**config.mk**
```make
export PLATFORM = sky130hd
export DESIGN_NAME = simd_mul_sad
export DESIGN_NICKNAME = d
export VERILOG_FILES = /design/src/rtl/simd_ms_pkg.sv /design/src/rtl/sms_lane_mul.sv /design/src/rtl/sms_absdiff_sum.sv /design/src/rtl/sms_datapath.sv /design/src/rtl/simd_mul_sad.sv
export SDC_FILE = /design/constraint.sdc
export NUM_CORES = 2
export LEC_CHECK = 0
export ABC_CLOCK_PERIOD_IN_PS = 4400
export BUFFER_PORTS_ARGS = -buffer_cell sky130_fd_sc_hd__buf_2
export CAP_MARGIN = 0
export CORE_MARGIN = 3
export CORE_UTILIZATION = 40
export CTS_BUF_LIST = sky130_fd_sc_hd__clkbuf_8
export DETAILED_ROUTE_END_ITERATION = 12
export SLEW_MARGIN = 10
export SYNTH_ARGS = -nofsm -noshare
export SYNTH_HDL_FRONTEND = slang
export SYNTH_HIERARCHICAL = 1
export SYNTH_SLANG_ARGS = --single-unit
```
**constraint.sdc**
```tcl
create_clock -name clk -period 4.4 [get_ports clk]
set_input_delay 0.66 -clock clk [delete_from_list [all_inputs] [get_ports clk]]
set_output_delay 0.66 -clock clk [all_outputs]
set_load 0.005 [all_outputs]
```
**src/rtl/simd_ms_pkg.sv**
```systemverilog
package simd_ms_pkg;

  typedef enum logic [2:0] {
    MOP_MADD_S  = 3'd0,
    MOP_MADD_U  = 3'd1,
    MOP_SAD_B   = 3'd2,
    MOP_SAD_H   = 3'd3,
    MOP_MULLO_S = 3'd4,
    MOP_MULLO_U = 3'd5,
    MOP_MULHI_S = 3'd6,
    MOP_MULHI_U = 3'd7
  } mop_e;

endpackage

```
**src/rtl/sms_lane_mul.sv**
```systemverilog
// One lane multiplier: operands widened by one bit so that a single signed
// multiplier serves both signed and unsigned interpretations.
module sms_lane_mul #(
  parameter int LANE_W = 16,
  localparam int PROD_W = 2 * LANE_W + 2
) (
  input  logic [LANE_W-1:0]        a_i,
  input  logic [LANE_W-1:0]        b_i,
  input  logic                     a_sgn_i,
  input  logic                     b_sgn_i,
  output logic signed [PROD_W-1:0] prod_o
);

  logic signed [LANE_W:0] a_ext;
  logic signed [LANE_W:0] b_ext;

  always_comb begin
    a_ext  = {a_sgn_i & a_i[LANE_W-1], a_i};
    b_ext  = {b_sgn_i & b_i[LANE_W-1], b_i};
    prod_o = PROD_W'(a_ext) * PROD_W'(b_ext);
  end

endmodule

```
**src/rtl/sms_absdiff_sum.sv**
```systemverilog
// Sum of absolute differences over ELEMS unsigned elements of ELEM_W bits.
module sms_absdiff_sum #(
  parameter int ELEM_W = 8,
  parameter int ELEMS  = 8,
  localparam int SUM_W = ELEM_W + $clog2(ELEMS)
) (
  input  logic [ELEM_W*ELEMS-1:0] a_i,
  input  logic [ELEM_W*ELEMS-1:0] b_i,
  output logic [SUM_W-1:0]        sum_o
);

  logic [ELEM_W-1:0] diff [ELEMS];

  for (genvar g = 0; g < ELEMS; g++) begin : g_elem
    logic [ELEM_W-1:0] x;
    logic [ELEM_W-1:0] y;
    assign x = a_i[g*ELEM_W +: ELEM_W];
    assign y = b_i[g*ELEM_W +: ELEM_W];
    assign diff[g] = (x >= y) ? (x - y) : (y - x);
  end

  always_comb begin
    sum_o = '0;
    for (int i = 0; i < ELEMS; i++) begin
      sum_o = sum_o + SUM_W'(diff[i]);
    end
  end

endmodule

```
**src/rtl/sms_datapath.sv**
```systemverilog
// Combinational lane-partitioned datapath: shared lane multipliers, pair
// adders, a four-product reduction tree and two absolute-difference trees.
module sms_datapath
  import simd_ms_pkg::*;
#(
  parameter int LANE_W    = 16,
  parameter int NUM_LANES = 4,
  localparam int DATA_W   = LANE_W * NUM_LANES,
  localparam int PROD_W   = 2 * LANE_W + 2,
  localparam int PAIR_W   = 2 * LANE_W,
  localparam int RED_W    = PROD_W + $clog2(NUM_LANES),
  localparam int SADB_W   = LANE_W / 2 + $clog2(2 * NUM_LANES),
  localparam int SADH_W   = LANE_W + $clog2(NUM_LANES)
) (
  input  logic [2:0]        op_i,
  input  logic              mac_sel_i,
  input  logic [DATA_W-1:0] a_i,
  input  logic [DATA_W-1:0] b_i,
  output logic [DATA_W-1:0] res_o
);

  // op[0] marks every unsigned multiply form; the signed reduction keeps a unsigned.
  logic a_sgn;
  logic b_sgn;
  assign b_sgn = ~op_i[0];
  assign a_sgn = ~op_i[0] & ~mac_sel_i;

  logic signed [PROD_W-1:0] prod [NUM_LANES];
  logic [DATA_W-1:0] mul_lo;
  logic [DATA_W-1:0] mul_hi;
  logic [DATA_W-1:0] madd;

  for (genvar l = 0; l < NUM_LANES; l++) begin : g_lane
    sms_lane_mul #(.LANE_W(LANE_W)) u_mul (
      .a_i    (a_i[l*LANE_W +: LANE_W]),
      .b_i    (b_i[l*LANE_W +: LANE_W]),
      .a_sgn_i(a_sgn),
      .b_sgn_i(b_sgn),
      .prod_o (prod[l])
    );
    assign mul_lo[l*LANE_W +: LANE_W] = prod[l][LANE_W-1:0];
    assign mul_hi[l*LANE_W +: LANE_W] = prod[l][2*LANE_W-1:LANE_W];
  end

  for (genvar p = 0; p < NUM_LANES / 2; p++) begin : g_pair
    assign madd[p*PAIR_W +: PAIR_W] = prod[2*p][PAIR_W-1:0] + prod[2*p+1][PAIR_W-1:0];
  end

  logic signed [RED_W-1:0] red;
  always_comb begin
    red = '0;
    for (int i = 0; i < NUM_LANES; i++) begin
      red = red + RED_W'(prod[i]);
    end
  end

  logic [SADB_W-1:0] sad_b;
  logic [SADH_W-1:0] sad_h;

  sms_absdiff_sum #(.ELEM_W(LANE_W / 2), .ELEMS(2 * NUM_LANES)) u_sad_b (
    .a_i  (a_i),
    .b_i  (b_i),
    .sum_o(sad_b)
  );

  sms_absdiff_sum #(.ELEM_W(LANE_W), .ELEMS(NUM_LANES)) u_sad_h (
    .a_i  (a_i),
    .b_i  (b_i),
    .sum_o(sad_h)
  );

  always_comb begin
    if (mac_sel_i) begin
      res_o = {{(DATA_W - RED_W){red[RED_W-1]}}, red};
    end else begin
      unique case (mop_e'(op_i))
        MOP_MADD_S, MOP_MADD_U:   res_o = madd;
        MOP_SAD_B:                res_o = {{(DATA_W - SADB_W){1'b0}}, sad_b};
        MOP_SAD_H:                res_o = {{(DATA_W - SADH_W){1'b0}}, sad_h};
        MOP_MULLO_S, MOP_MULLO_U: res_o = mul_lo;
        default:                  res_o = mul_hi;
      endcase
    end
  end

endmodule

```
**src/rtl/simd_mul_sad.sv**
```systemverilog
module simd_mul_sad #(
  parameter int LANE_W    = 16,
  parameter int NUM_LANES = 4,
  localparam int DATA_W   = LANE_W * NUM_LANES
) (
  input  logic              clk,
  input  logic              rst_n,
  input  logic              in_valid,
  input  logic [2:0]        op,
  input  logic              mac_sel,
  input  logic [DATA_W-1:0] a,
  input  logic [DATA_W-1:0] b,
  output logic              out_valid,
  output logic [DATA_W-1:0] result
);

  // Reset: asserted asynchronously, released through two flops.
  logic rst_meta_q;
  logic rst_sync_n;

  always_ff @(posedge clk or negedge rst_n) begin
    if (!rst_n) begin
      rst_meta_q <= 1'b0;
      rst_sync_n <= 1'b0;
    end else begin
      rst_meta_q <= 1'b1;
      rst_sync_n <= rst_meta_q;
    end
  end

  logic [DATA_W-1:0] dp_res;

  sms_datapath #(.LANE_W(LANE_W), .NUM_LANES(NUM_LANES)) u_dp (
    .op_i     (op),
    .mac_sel_i(mac_sel),
    .a_i      (a),
    .b_i      (b),
    .res_o    (dp_res)
  );

  logic              vld_d;
  logic              vld_q;
  logic              res_en;
  logic [DATA_W-1:0] res_d;
  logic [DATA_W-1:0] res_q;

  always_comb begin
    vld_d  = in_valid;
    res_en = in_valid;
    res_d  = dp_res;
  end

  always_ff @(posedge clk or negedge rst_sync_n) begin
    if (!rst_sync_n) begin
      vld_q <= 1'b0;
    end else begin
      vld_q <= vld_d;
    end
  end

  always_ff @(posedge clk or negedge rst_sync_n) begin
    if (!rst_sync_n) begin
      res_q <= '0;
    end else if (res_en) begin
      res_q <= res_d;
    end
  end

  assign out_valid = vld_q;
  assign result    = res_q;

endmodule

```
Yosys cells after proc, flatten, opt, wreduce, memory -nomap -nowiden
Cells that the tools add are included.
- muxes and demuxes: 14
- magnitude comparators: 12
- add/subtract/negate cells: 39
- equal/unequal tests: 5
- reductions and logical operators: 3
- multipliers: 4
- bitwise gates (word level): 11
- operator list (kind ; count):
    $pmux 64 s4 ; 1
    $mul 17x17->34 ; 4
    $sub 16x16->16 ; 8
    $sub 8x8->8 ; 16
    $add 32x32->32 ; 2
    $ge 16x16->1 ; 4
    $ge 8x8->1 ; 8
    $mux 16 ; 4
    $mux 64 ; 1
    $mux 8 ; 8
    $add 11x8->11 ; 4
    $add 35x34->36 ; 1
    $add 36x34->36 ; 1
    $add 34x34->35 ; 1
    $add 17x16->18 ; 1
    $add 18x16->18 ; 1
    $add 16x16->17 ; 1
    $add 10x8->11 ; 1
    $add 9x8->10 ; 1
    $add 8x8->9 ; 1
    $and 1x1->1 ; 9
    $eq 3x2->1 const B ; 2
    $eq 3x3->1 const B ; 2
    $reduce_or 2->1 ; 2
    3 further kinds ; 4
- word-level logic and storage cells: 92
- register bits: 67
- output and inout bits: 65
- input bits: 135

Longest topological paths before layout
- word-level depth: 11
- gate-level depth with buffers: 47
- gate-level depth less buffers: 39

Cells and area by module
Netlist, hierarchy kept.
- modules (own cells, without submodules) (module ; cells each ; instances ; area each (µm²)):
    sms_lane_mul at u_dp.g_lane[2].u_mul ; 1194 ; 1 ; 10938.0
    sms_lane_mul at u_dp.g_lane[1].u_mul ; 1192 ; 1 ; 10926.7
    sms_lane_mul at u_dp.g_lane[0].u_mul ; 1190 ; 1 ; 10855.4
    sms_lane_mul at u_dp.g_lane[3].u_mul ; 1177 ; 1 ; 10822.9
    sms_datapath ; 1215 ; 1 ; 8933.6
    sms_absdiff_sum at u_dp.u_sad_h ; 1083 ; 1 ; 7626.1
    sms_absdiff_sum at u_dp.u_sad_b ; 787 ; 1 ; 6496.2
    simd_mul_sad ; 139 ; 1 ; 2757.6

Worst setup path after synthesis
OpenSTA, ideal clock, no wires.
- kind: input to register
- start: input port op[0]
- end: register res_q[43], in the netlist result[43]
- data arrival time: 10.446 ns
- buffers on the path: 6
- cell stages on the path: 42
- slack: -6.171 ns
- path through: clkbuf_1 -> buf_1 -> nor2_1 -> and2_1 -> clkbuf_1 -> nand2_1 -> inv_1 -> fa_1 -> fa_1 -> inv_1 -> fa_1 -> inv_1 -> fa_1 -> fa_1 -> inv_1 -> fa_1 -> inv_1 -> ha_1 -> [6 not listed] -> xnor2_1 -> inv_1 -> fa_1 -> fa_1 -> inv_1 -> ha_1 -> a211oi_1 -> o211ai_1 -> a41oi_1 -> o31ai_1 -> a311oi_2 -> o41ai_2 -> xnor2_1 -> nand2_1 -> buf_4 -> buf_4 -> o21ai_1 -> mux2_4
- cells in the longest elaborated chain, start to end: 8
- elaborated cells on any way between the ends: 27
- ends and longest elaborated chain (what ; line ; text):
    start, declared ; simd_mul_sad.sv:9 ; input logic [2:0] op,
    $not 1->1 ; sms_datapath.sv:26 ; assign a_sgn = ~op_i[0] & ~mac_sel_i;
    $and 1x1->1 ; sms_datapath.sv:26 ;
    named net u_dp.a_sgn ; sms_datapath.sv:23 ; logic a_sgn;
    $and 1x1->1 ; sms_lane_mul.sv:18 ; a_ext = {a_sgn_i & a_i[LANE_W-1], a_i};
    $mul 17x17->34 ; sms_lane_mul.sv:20 ; prod_o = PROD_W'(a_ext) * PROD_W'(b_ext);
    named net u_dp.mul_hi[8] ; sms_datapath.sv:30 ; logic [DATA_W-1:0] mul_hi;
    $add 34x34->35 ; sms_datapath.sv:53 ; red = red + RED_W'(prod[i]);
    $add 35x34->36 ; sms_datapath.sv:53 ;
    $add 36x34->36 ; sms_datapath.sv:53 ;
    $mux 64 ; sms_datapath.sv:73 ; if (mac_sel_i) begin
    named net dp_res[43] ; simd_mul_sad.sv:31 ; logic [DATA_W-1:0] dp_res;
    end signal, assigned ; simd_mul_sad.sv:65 ; res_q <= res_d;
    end, declared ; simd_mul_sad.sv:45 ; logic [DATA_W-1:0] res_q;
The timed path passes the listed nets, and every way through them passes these cells.
A chain may end at the register's enable or synchronous reset.

Worst setup path in the final report
- start: input port op[0]
- end: register res_q[61], in the netlist result[61]
- elaborated cells on any way between the ends: 28
- RTL lines (what ; line ; text):
    $not 1->1 * ; sms_datapath.sv:25 ; assign b_sgn = ~op_i[0];
    named net u_dp.b_sgn ; sms_datapath.sv:24 ; logic b_sgn;
    $and 1x1->1 ; sms_datapath.sv:26 ;
    $and 1x1->1 ; sms_lane_mul.sv:18 ;
    $mul 17x17->34 * ; sms_lane_mul.sv:20 ;
    named net u_dp.mul_hi[40] ; sms_datapath.sv:30 ;
    $add 35x34->36 or $add 32x32->32 (tied branches) ; sms_datapath.sv:53, sms_datapath.sv:46 ;
    $add 36x34->36 or $pmux 64 s4 (tied branches) ; sms_datapath.sv:53, sms_datapath.sv:76 ;
    $mux 64 * ; sms_datapath.sv:73 ;
    named net dp_res[61] ; simd_mul_sad.sv:31 ;
Mark *: on every way through the listed nets, which the timed path passes. The rest lies on a longest branch.

==> reports/results.md <==
| Result | Value |
|:---|:---|
| Filler instances | 16079 |
| Xor/xnor cell area share of the yosys netlist | 4.22% |
| Maximum clock frequency | 107 MHz |
| Quantity of I/O buffers inserted on ports | 199 |
| Cells on Worst Hold Path | 0 |
| Drc violations | 0 |
| Final count of pins violating max slew | 0 |
| Summed negative setup slack over all endpoints | -267.49 ns |
| Clock tree root buffer cell | sky130_fd_sc_hd__clkbuf_8 |
| Main flop type after synthesis | sky130_fd_sc_hd__dfrtp_1 |
| Top-area cell type share of the netlist area | 39.2% |
| Post-synthesis cell area | 69400 sq um |
| Combined area of the multi-input logic cells | 62100 sq um |
| Worst-case setup slack after placement | -5.61 ns |
| Via count of the first global-routing pass | 67167 |
| WS Path Type | primary input to flip-flop |
| GRT Resource Usage Total | 27.0% |
| Initial core utilization | 40.3% |
| Number of synthesis warnings | 6 |
| Share of flip-flops with an asynchronous set or reset | 100% |
| Dominant combinational cell family by area after synthesis | adder cells |
| Number of violations of the max-capacitance limit | 0 |
| Number of sinks driven by the clock tree | 67 |
| HPWL after detailed placement | 210000 um |
| Final Routed Wirelength | 238000 um |
| Largest fanout on the critical path | 8 |
| Die height | 422 um |
| Number of nets with antenna violations after routing | 0 |
| Category of the worst setup path capture point | flip-flop |
| Complex-gate fraction of the synthesized area | 12.1% |
| Total global routing overflow | 0 |
| Outcome | finished, violations left |
| Hold/Removal Path Class | flip-flop to flip-flop |
| Net count of the finished layout | 12074 |
| Sequential standard cell area | 1680 sq um |
| Dominant cells by area after synthesis | sky130_fd_sc_hd__fa_1 39%, sky130_fd_sc_hd__ha_1 13%, sky130_fd_sc_hd__inv_1 10% |
| Required time worst endpoint | 4.71 ns |
| Final hold violations | 0 |
| Count of flip-flops with a built-in enable after synthesis | 0 |
| Number of vias after detailed routing | 61856 |
| Post-synthesis cell type count | 112 |
| CTS tree | yes |
| Worst endpoint data arrival time | 9.63 ns |
| Cell mode on critical path | sky130_fd_sc_hd__fa_1 |
| Worst-margin pin slew | 1.03 ns |
| Final non-filler cell total | 12191 |
| Avg Synthesized Cell Area | 8.69 sq um |
| Largest clock skew in the final design | 0.0340 ns |
| CP Launch Type | primary input |
| Longest Clk Path Bufs | 2 |
| Initial antenna violation count | 11 |
| Worst stage delay on the critical path | 0.52 ns |
| Share of post-route cells with drive strength above 1 | 28.4% |
| Number of flip-flops and latches in the synthesized netlist | 67 |
| Leading cell type by number of instances after synthesis | sky130_fd_sc_hd__inv_1 |
| Multiplexer area fraction after synthesis | 3.73% |
| Headroom to the max-slew limit | 31.5% |
| Number of cells produced by synthesis | 7977 |
| Width of the die | 422 um |
| Cell at the slowest stage of the critical path | sky130_fd_sc_hd__fa_1 |
| Maximum number of pins on one net before global-route repair | 66 |
| Top-level port count | 200 |
| Area enclosed by the die boundary | 178000 sq um |
| Adder and majority cell fraction of the synthesized area | 52.0% |
| Row count | 152 |
| Clock buffers created by TritonCTS | 9 |
| Setup violations, final | 64 |
| Number of violations reported at the end of detailed-routing iteration 0 | 3838 |
| Cell types with the highest counts after synthesis | 1849 x sky130_fd_sc_hd__inv_1, 1358 x sky130_fd_sc_hd__fa_1, 796 x sky130_fd_sc_hd__nand2_1 |
| Fraction of the mapped netlist area in simple logic gates | 13.6% |
| Post-DR vias/cell | 5.07 |
| Clock slew at reported path FFs | 0.09 ns |
| Post-layout min period | 9.32 ns |
| Endpoint of the most critical register-to-register path | result[46]$_DFFE_PN0P_ |
| Setup slack of the worst register-to-register path | 3.22 ns |
| First drt pass iteration count | 5 |
| Worst-case reg-to-reg path depth | 0 |
| Minimum setup slack in the final design | -4.92 ns |
| Insertion delay to the later sink of the worst-skew pair | 0.45 ns |
| Failing checks | setup timing |
| # H-tree levels | 3 |
| Routability Congestion | 0.988 |
| Dpl cells | 12065 |
| Hold Path End | rst_sync_n$_DFF_PN0_ |
| Portion of the clock cycle consumed by the worst path in the final layout | 212% |
| Number of nets produced by synthesis | 10180 |
| Area growth from synthesis to layout | 31.1% |
| Routed length per instance | 19.5 um |
| Area of the placeable core | 172000 sq um |
| Leading area contributor after synthesis | sky130_fd_sc_hd__fa_1 |
| Hold path start | rst_meta_q$_DFF_PN0_ |
| Global-route wire length before repair | 377000 um |
| FF-to-FF Start | rst_sync_n$_DFF_PN0_ |
| Unrepaired setup endpoints after global routing | yes |
| Portion of the post-synthesis area used by sequential elements | 2.42% |
-- final cells by class --
class	count	share of cell area [%]
sequential	67	1.85
multi-input combinational	5778	68.3
antenna	5	0.0138
clock inverter	7	0.0908
timing repair buffer	2165	18.7
tap	2310	3.18
clock buffer	9	0.136
inverter	1850	7.67
-- routing by layer --
metal | up-vias | routed length [um] | track usage [%]
met1 | 31135 | 99100 | 35.0
met5 | - | 7 | 0
li1 | 28647 | - | -
met4 | 2 | 15700 | 13.9
met3 | 379 | 11400 | 2.22
met2 | 1693 | 112000 | 45.0
-- worst max-delay path: cells and delay by family --
| family | cells | cell delay [ns] |
|---|---|---|
| simple gates | 5 | 0.76 |
| fa+ha+maj | 10 | 4.38 |
| buf+inv | 11 | 1.16 |
| compound gates | 9 | 1.87 |
| mux | 1 | 0.28 |
| xor+xnor | 2 | 0.50 |
-- cells by family (layout without fill, tap and decap cells) --
kind of cell / after synthesis / count (layout)
adder cells (fa/ha/maj): 2068 / 2068
AO/OA/AOI/OAI: 1237 / 1237
buffers and inverters: 2132 / 4031
AND/OR/NAND/NOR: 1929 / 1929
other: 1 / 6
flip-flops: 67 / 67
XOR/XNOR: 334 / 334
multiplexers: 209 / 209
-- cell usage in the layout, fill, tap and decap left out, types with 16 or more instances in the layout --
master	count
sky130_fd_sc_hd__nor2_1	221
sky130_fd_sc_hd__a21o_1	149
sky130_fd_sc_hd__and2_1	512
sky130_fd_sc_hd__inv_1	1790
sky130_fd_sc_hd__o21ai_2	17
sky130_fd_sc_hd__fa_2	34
sky130_fd_sc_hd__a21oi_2	54
sky130_fd_sc_hd__nand2_1	763
sky130_fd_sc_hd__buf_2	147
sky130_fd_sc_hd__buf_12	49
sky130_fd_sc_hd__nand2_2	25
sky130_fd_sc_hd__mux2_4	66
sky130_fd_sc_hd__xnor2_1	180
sky130_fd_sc_hd__nand4_1	42
sky130_fd_sc_hd__a211oi_1	39
sky130_fd_sc_hd__o211ai_1	34
sky130_fd_sc_hd__and3_1	48
sky130_fd_sc_hd__fa_1	1324
sky130_fd_sc_hd__inv_2	50
sky130_fd_sc_hd__o21ai_1	46
sky130_fd_sc_hd__a31oi_1	48
sky130_fd_sc_hd__mux2i_1	99
sky130_fd_sc_hd__nor3_1	39
sky130_fd_sc_hd__ha_4	61
sky130_fd_sc_hd__ha_1	643
sky130_fd_sc_hd__o21ai_0	172
sky130_fd_sc_hd__o21bai_1	47
sky130_fd_sc_hd__and2_4	19
sky130_fd_sc_hd__xnor2_2	37
sky130_fd_sc_hd__nand2b_1	32
sky130_fd_sc_hd__mux2_2	20
sky130_fd_sc_hd__xor2_1	102
sky130_fd_sc_hd__a21oi_1	300
sky130_fd_sc_hd__nor2b_1	33
sky130_fd_sc_hd__buf_6	91
sky130_fd_sc_hd__dfrtp_1	66
sky130_fd_sc_hd__a221oi_1	16
sky130_fd_sc_hd__nand3_1	70
sky130_fd_sc_hd__buf_4	1859
sky130_fd_sc_hd__o21a_1	46
-- per-stage QoR --
step	hold slack (ns)	instance area, sq um	util [%]
after floorplan	0.331	70400	-
after global placement	0.339	87100	50.7
after detailed placement	0.339	87100	50.7
after CTS	0.366	90000	52.4
after global routing	0.377	90900	52.9
final	0.362	90900	52.9
-- flip-flops by register name (all words and copies together), names as in the netlist --
register	count
rst_meta_q	1
rst_sync_n	1
result	64
out_valid	1
-- repair_timing --
action	CTS	global route
hold buffers	1	0
gates resized for setup	433	165
endpoints found under the setup margin	64	64
endpoints found under the hold margin	2	0
setup buffers	85	24
pin swaps	154	64
cloned	6	0
-- how the worst max path moves through the flow --
stage | startpoint | to | slack [ns] | depth (start not counted)
floorplan | op[0] | result[43]$_DFFE_PN0P_ | -4.94 | 43
global placement | op[0] | result[54]$_DFFE_PN0P_ | -5.47 | 38
detailed placement | op[0] | result[57]$_DFFE_PN0P_ | -5.61 | 38
CTS | op[0] | result[61]$_DFFE_PN0P_ | -4.82 | 41
global route | op[0] | result[61]$_DFFE_PN0P_ | -5.23 | 41
finish | op[0] | result[61]$_DFFE_PN0P_ | -4.92 | 38
Power is not shown: default switching activity piles up to over one toggle a cycle in this logic, so the estimate is an artifact.
